===== src/rtl/rstc_pkg.sv =====
package rstc_pkg;
   typedef enum logic [0:0] {
      LAYOUT_DIRECT   = 1'b0,
      LAYOUT_SETCLEAR = 1'b1
   } layout_e;

   // Byte stride between consecutive groups for a layout.
   function automatic int group_stride(layout_e lay);
      return (lay == LAYOUT_DIRECT) ? 4 : 8;
   endfunction
endpackage


===== src/rtl/rstc_addr_decode.sv =====
module rstc_addr_decode #(
   parameter int                N_GROUPS = 2,
   parameter int                ADDR_W   = 8,
   parameter rstc_pkg::layout_e LAYOUT   = rstc_pkg::LAYOUT_DIRECT
) (
   input  logic [ADDR_W-1:0]   addr,
   input  logic                wr_en,
   output logic [N_GROUPS-1:0] rd_hit,
   output logic [N_GROUPS-1:0] wr_load,
   output logic [N_GROUPS-1:0] wr_set,
   output logic [N_GROUPS-1:0] wr_clr,
   output logic                sys_hit
);
   localparam int STRIDE = rstc_pkg::group_stride(LAYOUT);

   assign sys_hit = wr_en && (addr == '0);

   for (genvar g = 0; g < N_GROUPS; g++) begin : g_grp
      if (LAYOUT == rstc_pkg::LAYOUT_DIRECT) begin : g_dir
         logic hit;
         assign hit        = (addr == ADDR_W'(g * STRIDE));
         assign rd_hit[g]  = hit;
         assign wr_load[g] = wr_en && hit;
         assign wr_set[g]  = 1'b0;
         assign wr_clr[g]  = 1'b0;
      end else begin : g_sc
         logic set_hit, clr_hit;
         assign set_hit    = (addr == ADDR_W'(g * STRIDE));
         assign clr_hit    = (addr == ADDR_W'(g * STRIDE + 4));
         assign rd_hit[g]  = set_hit || clr_hit;
         assign wr_load[g] = 1'b0;
         assign wr_set[g]  = wr_en && set_hit;
         assign wr_clr[g]  = wr_en && clr_hit;
      end
   end
endmodule


===== src/rtl/rstc_group.sv =====
module rstc_group #(
   parameter int DATA_W = 32
) (
   input  logic              clk,
   input  logic              rst_n,
   input  logic              load,
   input  logic              set,
   input  logic              clr,
   input  logic [DATA_W-1:0] wdata,
   output logic [DATA_W-1:0] state
);
   logic [DATA_W-1:0] state_q;

   always_ff @(posedge clk or negedge rst_n) begin
      if (!rst_n) begin
         state_q <= '0;
      end else if (load) begin
         state_q <= wdata;
      end else if (set) begin
         state_q <= state_q | wdata;
      end else if (clr) begin
         state_q <= state_q & ~wdata;
      end
   end

   assign state = state_q;
endmodule


===== src/rtl/rstc_sys_pulse.sv =====
module rstc_sys_pulse #(
   parameter int DATA_W  = 32,
   parameter int SYS_BIT = 31
) (
   input  logic              clk,
   input  logic              rst_n,
   input  logic              hit,
   input  logic [DATA_W-1:0] wdata,
   output logic              pulse
);
   logic pulse_q;

   always_ff @(posedge clk or negedge rst_n) begin
      if (!rst_n) pulse_q <= 1'b0;
      else        pulse_q <= hit && wdata[SYS_BIT];
   end

   assign pulse = pulse_q;
endmodule


===== src/rtl/periph_reset_ctrl.sv =====
module periph_reset_ctrl #(
   parameter int                N_LINES = 64,
   parameter int                DATA_W  = 32,
   parameter int                ADDR_W  = 8,
   parameter int                SYS_BIT = 31,
   parameter rstc_pkg::layout_e LAYOUT  = rstc_pkg::LAYOUT_DIRECT
) (
   input  logic               clk,
   input  logic               rst_n,
   input  logic [ADDR_W-1:0]  addr,
   input  logic               wr_en,
   input  logic [DATA_W-1:0]  wr_data,
   output logic [DATA_W-1:0]  rd_data,
   output logic [N_LINES-1:0] periph_rst,
   output logic               sys_rst_req
);
   localparam int N_GROUPS = N_LINES / DATA_W;
   localparam int SPAN     = N_GROUPS * rstc_pkg::group_stride(LAYOUT);

   if (N_LINES % DATA_W != 0) begin : g_bad_lines
      $error("N_LINES must be a multiple of DATA_W");
   end
   if (SYS_BIT >= DATA_W) begin : g_bad_sys
      $error("SYS_BIT must lie inside the data word");
   end
   if ((1 << ADDR_W) < SPAN) begin : g_bad_addr
      $error("ADDR_W too narrow for the register span");
   end

   logic [N_GROUPS-1:0] rd_hit, wr_load, wr_set, wr_clr;
   logic                sys_hit;
   logic [DATA_W-1:0]   grp_state [N_GROUPS];

   rstc_addr_decode #(
      .N_GROUPS(N_GROUPS), .ADDR_W(ADDR_W), .LAYOUT(LAYOUT)
   ) u_dec (
      .addr(addr), .wr_en(wr_en), .rd_hit(rd_hit), .wr_load(wr_load),
      .wr_set(wr_set), .wr_clr(wr_clr), .sys_hit(sys_hit)
   );

   for (genvar g = 0; g < N_GROUPS; g++) begin : g_bank
      rstc_group #(.DATA_W(DATA_W)) u_grp (
         .clk(clk), .rst_n(rst_n), .load(wr_load[g]), .set(wr_set[g]),
         .clr(wr_clr[g]), .wdata(wr_data), .state(grp_state[g])
      );
      assign periph_rst[g*DATA_W +: DATA_W] = grp_state[g];
   end

   rstc_sys_pulse #(.DATA_W(DATA_W), .SYS_BIT(SYS_BIT)) u_sys (
      .clk(clk), .rst_n(rst_n), .hit(sys_hit), .wdata(wr_data),
      .pulse(sys_rst_req)
   );

   always_comb begin
      rd_data = '0;
      for (int g = 0; g < N_GROUPS; g++) begin
         if (rd_hit[g]) rd_data = rd_data | grp_state[g];
      end
   end
endmodule


===== config.mk =====
export PLATFORM = sky130hd
export DESIGN_NAME = periph_reset_ctrl
export DESIGN_NICKNAME = d
export VERILOG_FILES = /design/src/rtl/rstc_pkg.sv /design/src/rtl/rstc_addr_decode.sv /design/src/rtl/rstc_group.sv /design/src/rtl/rstc_sys_pulse.sv /design/src/rtl/periph_reset_ctrl.sv
export SDC_FILE = /design/constraint.sdc
export NUM_CORES = 1
export LEC_CHECK = 0
export ABC_CLOCK_PERIOD_IN_PS = 1600
export BUFFER_PORTS_ARGS = -buffer_cell sky130_fd_sc_hd__buf_2
export CELL_PAD_IN_SITES_DETAIL_PLACEMENT = 1
export CELL_PAD_IN_SITES_GLOBAL_PLACEMENT = 1
export CORE_ASPECT_RATIO = 2
export CORE_UTILIZATION = 24
export CTS_BUF_LIST = sky130_fd_sc_hd__clkbuf_8
export DETAILED_ROUTE_END_ITERATION = 10
export PLACE_DENSITY = 0.57
export SLEW_MARGIN = 20
export SYNTH_ARGS = -nofsm -noshare
export SYNTH_HDL_FRONTEND = slang
export SYNTH_HIERARCHICAL = 1
export SYNTH_SLANG_ARGS = --single-unit

===== constraint.sdc =====
create_clock -name clk -period 1.6 [get_ports clk]
set_clock_uncertainty 0.2 [all_clocks]
set_input_delay 0.16 -clock clk [delete_from_list [all_inputs] [get_ports clk]]
set_output_delay 0.16 -clock clk [all_outputs]
set_load 0.01 [all_outputs]

* Word level (Yosys, flattened, before mapping)
Index checks and enable logic that the tools add are counted.
Word-level totals: register bits after elaboration 65, latch bits 0, RAM bits 0, ROM bits 0, input port bits 43, output and inout bits 97, logic and storage cells 11, memories kept 0
Cells by class: $add $sub $neg 0, multipliers 0, divide/modulo/power cells 0, $lt $le $gt $ge 0, equal/unequal tests 1, shifts and indexed selects 0, multiplexer cells 2, bitwise logic cells 1, reductions and logical operators 4
Operators by type and width (number):
- 32-bit two-way mux | 2
- 32-bit bitwise OR | 1
- 8-bit by 3-bit == test with 1-bit output, second input constant | 1
- 8-bit logical NOT | 1
- 1-bit logical AND | 3

* Logic depth before layout (Yosys ltp)
Gate-level depths: netlist of the first run.
depth after elaboration 4, depth in mapped cells 7, depth with buffers taken out 4

* By module
The synthesis of the first run kept the hierarchy.
By module, submodules not included:
- rstc_group | instances 2, cells each 108, area an instance 1326.3 um^2, seq. area each 800.8 um^2
- periph_reset_ctrl | instances 1, cells each 38, area an instance 350.3 um^2, seq. area each 0.0 um^2
- rstc_addr_decode | instances 1, cells each 16, area an instance 112.6 um^2, seq. area each 0.0 um^2
- rstc_sys_pulse | instances 1, cells each 2, area an instance 31.3 um^2, seq. area each 25.0 um^2

* Worst setup path after synthesis of the first run
Ideal clock, no wire load.
kind in2reg, start in addr[5], end reg with a tool-made name, library setup time 0.121 ns, data arrival time 1.457 ns, data required time 1.279 ns, path slack -0.178 ns, stages 6, path buffers 2, path through or4_4 nor3_1 buf_4 inv_1 buf_2 a32o_1
RTL lines:
- start: declaration | RTL line periph_reset_ctrl.sv:10 | input logic [ADDR_W-1:0] addr,

* Worst setup path after layout of the first run
start in addr[5], end out rd_data[21]
On the way: cells in the longest elaborated chain, start to end 4, elaborated cells on any way between the ends 5, classes of those cells 1 x eq/ne; 2 x mux; 1 x bitwise; 1 x reduce/logical
RTL lines:
- 8-bit logical NOT (*) | RTL line rstc_addr_decode.sv:21 | assign hit = (addr == ADDR_W'(g * STRIDE));
- net rd_hit[0] | RTL line periph_reset_ctrl.sv:30 | logic [N_GROUPS-1:0] rd_hit, wr_load, wr_set, wr_clr;
- 32-bit two-way mux (*) | RTL line periph_reset_ctrl.sv:57 | if (rd_hit[g]) rd_data = rd_data | grp_state[g];
- 32-bit bitwise OR | RTL line periph_reset_ctrl.sv:57
- 32-bit two-way mux (*) | RTL line periph_reset_ctrl.sv:57
- end: declaration | RTL line periph_reset_ctrl.sv:13 | output logic [DATA_W-1:0] rd_data,
The timed path passes the listed nets; every way through them passes the cells marked *.

==> results of run 1 <==
==> worst max-delay path, stage by stage <==
cell and delay, ps:
buf_6 90, or4_4 580, nor4b_4 310, buf_6 240
a22o_1 160, buf_2 120
==> worst max-delay path by stage <==
stage                  from     endpoint  cells past startpoint
finish              addr[5]  rd_data[21]                      6
global placement    addr[5]  rd_data[17]                      6
floorplan           addr[5]  rd_data[10]                      5
CTS                 addr[5]  rd_data[26]                      6
global route        addr[5]  rd_data[17]                      6
detailed placement  addr[5]  rd_data[21]                      6
==> report_power, final <==
group,internal (mW),switching [mW],total [mW]
sequential,1.83,0.181,2.01
clock,1.20,0.674,1.87
combinational,0.425,0.413,0.838
total,3.45,1.27,4.72
==> layer usage <==
metal  global-route usage, %  part of all wire (%)  vias to the layer above
met5                       0                     0                        -
met4                    6.97                   1.3                        0
met3                    3.47                   3.0                       10
met2                    34.2                    59                       89
met1                    16.9                    37                     1589
li1                        -                     -                     1392
==> what timing repair did <==
action / CTS / global route
pin swaps: 0 / 0
gates resized for setup: 6 / 2
setup endpoints to repair: 62 / 96
hold endpoints to repair: 130 / 0
hold buffers: 33 / 0
==> final cells by class <==
class	instances	share of cell area, %
timing repair buffer	188	27.4
tap	150	4.03
inverter	3	0.242
sequential	65	34.9
clock inverter	7	3.04
clock buffer	9	2.66
multi-input combinational	174	27.7
==> cell usage in the layout (no fill, tap or decap) <==
cell           instances
a22o_1                30
a22o_2                 2
a32o_1                64
and2_1                 1
buf_12                 8
buf_2                137
buf_4                  4
buf_6                  6
bufinv_16              4
clkbuf_8               9
clkinv_2               1
clkinvlp_4             1
conb_1                 4
dfrtp_1               65
dlygate4sd3_1         33
inv_1                  2
inv_2                  1
inv_6                  1
nand2_1               64
nor2_1                 1
nor3_1                 1
nor3_2                 1
nor4b_4                2
or2_4                  2
or4_4                  1
or4b_1                 1
==> cells by family after synthesis <==
group / count (synthesis) / synth area share [%]
AOI/OAI and AO/OA: 96 / 29.3
DFF: 65 / 51.7
other: 1 / 0.119
and+or+nand+nor: 74 / 9.90
buffers and inverters: 36 / 8.95
==> per-stage QoR <==
stage / instance area, µm² / cells / setup slack [ps] / setup TNS, ps
6_report: 4650 / 596 / -438 / -15070
5_1_grt: 4650 / 596 / -497 / -18730
2_1_floorplan: 3190 / 275 / -149 / -12130
3_3_place_gp: 4030 / 547 / -433 / -36630
3_5_place_dp: 4030 / 547 / -472 / -39100
4_1_cts: 4650 / 596 / -438 / -13750
==> impl_metrics.json, run 1 <==
{
  "status": "finished with violations",
  "failed_checks": "negative setup slack",
  "period_minus_slack_ps": 2040,
  "layout-drive-gt1-share_pct": 40.4,
  "syn_area_um2": 3150,
  "cp-start-kind": "input pin",
  "ir_drop_mv": 0.487,
  "clk_latency_ps": 340,
  "avgViaCountPerCell": 5.17,
  "floorplan.initialDensity_pct": 24.8,
  "arrival_ps": 1680,
  "rsz0062_at_grt": "yes",
  "grt_overflow": 0,
  "hold_viol": 0,
  "min_to": "u_sys/pulse",
  "seq_area_um2": 1630,
  "cts_buffers": 9,
  "multi_input_area_um2": 1290,
  "synth_cell_types": 17,
  "synth_edf_count": 0,
  "ioPinCount": 140,
  "ys.flop_type": "dfrtp_1",
  "ys_warn_count": 6,
  "slew_violations": 0,
  "grt_start_max_net_pins": 66,
  "crit_fanout": 16,
  "drc": 0,
  "synth_area_per_cell_um2": 11.6,
  "vias": 3080,
  "diodes": 0,
  "synth_top_area_share_pct": 51.7,
  "crit_type": "input pin to primary output",
  "final_core_utilization_pct": 36.7,
  "rows": 58,
  "grt_pass1_vias": 3314,
  "post-cts-setup-buffer-count": 0,
  "yosys.area.top_type": "dfrtp_1",
  "chipWidth_um": 83.0,
  "reg2reg_depth": 1,
  "end_kind": "primary output",
  "synth.area.top_cells": "dfrtp_1 (52%), a32o_1 (20%), a22o_1 (8.3%)",
  "yosys_register_bits": 65,
  "core_um2": 12700,
  "fmax_ghz": 0.491,
  "period_share_pct": 127,
  "min_path_cells": 4,
  "clk_path_buf_depth": 2,
  "ant_nets": 0,
  "htree_levels": 3,
  "drt_first_pass_iters": 4,
  "worst_ep_required_time_ps": 1240,
  "detail_route.wirelength_mm": 11.5,
  "ff2ff_setup_slack_ps": 590,
  "dieArea_um2": 13600,
  "port_buffers": 139,
  "ys_seq_area_share_pct": 51.7,
  "ys_top_cells_by_count": "dfrtp_1 (65), a32o_1 (64), nand2_1 (64), a22o_1 (30), buf_6 (14)",
  "clk_pin_slew_ps": 70,
  "grt_antenna_before_repair": 0,
  "die_h_um": 164,
  "netlist_instances": 272,
  "cts_sinks": 65,
  "nets": 484,
  "tritoncts": "built",
  "p_per_area_nw_per_um2": 1010,
  "cap_violations": 0,
  "place_congestion": 0.726,
  "fillers": 1437,
  "wl_per_cell_um": 19.3,
  "setup_viol": 95,
  "synthToLayoutAreaGrowth_pct": 47.9,
  "total_power_mw": 4.72,
  "grt.total_usage_pct": 17.2,
  "hpwl_mm": 7.91,
  "grt_pass1_wl_mm": 17.9,
  "hp-class": "input pin to register",
  "async_flop_share_pct": 100,
  "finalWorstSetupSlack_ps": -438,
  "synth.most_common_cell": "dfrtp_1",
  "cts-root-buf": "clkbuf_8",
  "p_leak_nw": 2.15,
  "hold_start": "addr[2]",
  "drt_iter0_drc": 131,
  "finalHoldWorstSlack_ps": 129
}
Note: power is estimated with default switching activity, not from simulation.
==> inputs of run 2 (changes only) <==
Settings changed: ABC_AREA set to 1, CORE_UTILIZATION 24 to 32, PLACE_DENSITY 0.57 to 0.76.
==> run 2 against run 1 <==
Net effect:
- critical path depth grew 4
- the run now ends clean
- sequential cell count is the same
- via count grew 32%
- largest cell class is now multi-input combinational cells
- maximum frequency grew 29%
- design area grew 15%
- utilization grew 11 points
- clock-buffer cell count grew 1
- largest power group unchanged
- sequential power is essentially flat
==> impl_metrics.json, run 2 <==
{
  "cts_buffers": 9,
  "synth_area_per_cell_um2": 6.90,
  "drc": 0,
  "place_congestion": 0.763,
  "worst_ep_required_time_ps": 1240,
  "crit_type": "input pin to primary output",
  "clk_path_buf_depth": 2,
  "synth.most_common_cell": "nand2_1",
  "p_int_mw": 2.97,
  "ir_drop_mv": 0.421,
  "period_share_pct": 98.5,
  "ys_warn_count": 6,
  "power_frac_seq_pct": 46.2,
  "share_comb_of_total_power_pct": 20.8,
  "finalWorstSetupSlack_ps": 24.2,
  "cap_violations": 0,
  "crit_fanout": 8,
  "cts_sinks": 65,
  "synth_cell_types": 14,
  "p_per_area_nw_per_um2": 802,
  "dp_slack_ps": -81.9,
  "layout-drive-gt1-share_pct": 29.0,
  "drt_first_pass_iters": 4,
  "grt_start_max_net_pins": 66,
  "ioPinCount": 140,
  "rows": 55,
  "syn_area_um2": 3740,
  "yosys_register_bits": 65,
  "drt_iter0_drc": 173,
  "die_h_um": 155,
  "ys_seq_area_share_pct": 43.5,
  "async_flop_share_pct": 100,
  "hp-class": "input pin to async pin",
  "layout_commonest_cell": "nand2_1",
  "core_um2": 11400,
  "nets": 768,
  "slew_violations": 0,
  "chipWidth_um": 78.4,
  "port_buffers": 139,
  "finish.instance_area_um2": 5360,
  "tritoncts": "built",
  "vias": 4065,
  "layout_common_cells": "nand2_1 (345), buf_2 (137), dfrtp_1 (65), or2_1 (56), dlygate4sd3_1 (33)",
  "rsz0062_at_grt": "yes",
  "cts-root-buf": "clkbuf_8",
  "switching_share_pct": 30.9,
  "cp-start-kind": "input pin",
  "grt_antenna_before_repair": 0,
  "dpl.cell_count": 817,
  "synthToLayoutAreaGrowth_pct": 43.3,
  "detail_route.wirelength_mm": 13.2,
  "grt.total_usage_pct": 22.7,
  "grt_overflow": 0,
  "synth.area.top_cells": "dfrtp_1 (44%), nand2_1 (36%), or2_1 (9.4%)",
  "stdcell_count": 872,
  "fmax_ghz": 0.635,
  "hpwl_mm": 9.07,
  "switchingPower_mw": 1.33,
  "clk_pin_slew_ps": 70,
  "synth_edf_count": 0,
  "synth_top_area_share_pct": 43.5,
  "grt_pass1_wl_mm": 21.2,
  "placed_area_um2": 4630,
  "ant_nets": 0,
  "setup_tns_ps": 0,
  "yosys.area.top_type": "dfrtp_1",
  "floorplan.initialDensity_pct": 32.9,
  "ys.flop_type": "dfrtp_1",
  "wl_per_cell_um": 15.2,
  "netlist_instances": 542,
  "period_minus_slack_ps": 1580,
  "ys_top_cells_by_count": "nand2_1 (358), dfrtp_1 (65), or2_1 (56), buf_4 (13), buf_6 (12)",
  "grt_pass1_vias": 4293,
  "avgViaCountPerCell": 4.66,
  "pwr-share-clk_pct": 33.0,
  "setup_viol": 0,
  "diodes": 0,
  "p_leak_nw": 3.17,
  "status": "finished, final reports clean",
  "dieArea_um2": 12100,
  "clk_latency_ps": 340,
  "arrival_ps": 1220,
  "htree_levels": 3,
  "hold_viol": 0,
  "end_kind": "primary output"
}
## run 2: cell count changes after synthesis, moves of 3 or more
cell     delta
buf_4       +6
or2_2       +4
buf_2       -6
inv_1       +8
a32o_1     -64
nor2_1      +5
or2_0       +4
or2_1      +54
nor2_2      +3
a22o_1     -30
nand2_1   +294
## run 2: power groups by stage
stage	sequential (mW)	combinational, mW	clock, mW
floorplan	2.06	0.336	0
global placement	2.00	0.792	0
detailed placement	2.01	0.827	0
CTS	1.98	0.893	1.45
global route	2.01	1.00	1.54
finish	1.98	0.894	1.42
## run 2: cell type report
cell class | count | area, µm²
inverter | 11 | 41.3
fill | 1496 | 6000
multi-input combinational | 438 | 1880
tap | 142 | 178
clock buffer | 10 | 138
sequential | 65 | 1630
timing repair buffer | 200 | 1430
clock inverter | 6 | 57.6
## run 2: final timing paths
kind | cells after the start | endpoint | from | slack [ps]
max in group asynchronous | 3 | async pin | rst_n | 720
max | 10 | rd_data[8] | addr[6] | 20
min reg2reg | 2 | register | register | 300
min in group clk | 2 | register | register | 300
max reg2reg | 2 | register | register | 710
min | 3 | async pin | rst_n | 130
## run 2: critical path, stage by stage
cell and delay [ps]:
buf_2 100, nor2_2 100, nand2_2 80, buf_6 120, nor2_4 100, buf_12 150
buf_6 160, nand2_1 60, nand2_1 60, buf_2 130
## run 2: cell families (layout without fill, tap and decap cells)
family                 count (synthesis)  after routing  share of synthesized area [%]
AND/OR/NAND/NOR                      434            434                           48.2
flip-flops                            65             65                           43.5
buffers and inverters                 42            227                           8.14
other                                  1              4                          0.100
## run 2: stage by stage
stage                     util [%]  power [mW]  hold slack, ps
after CTS                     45.5        4.33             171
final                         47.2        4.30             129
after global routing          47.2        4.55             210
after detailed placement      40.8        2.84            10.8
after global placement        40.8        2.80            11.5
after floorplan                  -        2.39            -336
## run 2: per-layer routing
metal | wire (µm) | GRT usage [%] | share of wire [%]
met4 | 337 | 8.47 | 2.5
met3 | 374 | 3.78 | 2.8
met5 | 0 | 0 | 0
met2 | 7500 | 45.3 | 57
met1 | 5000 | 22.4 | 38
## run 2: timing repair
action                                  in CTS  in global routing
hold endpoints to repair                   130                  0
gates resized for setup                      2                 32
endpoints found under the setup margin      17                 32
buffers inserted                             0                  3
gates cloned                                 0                  3
hold buffers                                33                  0
pin swaps                                    0                  9
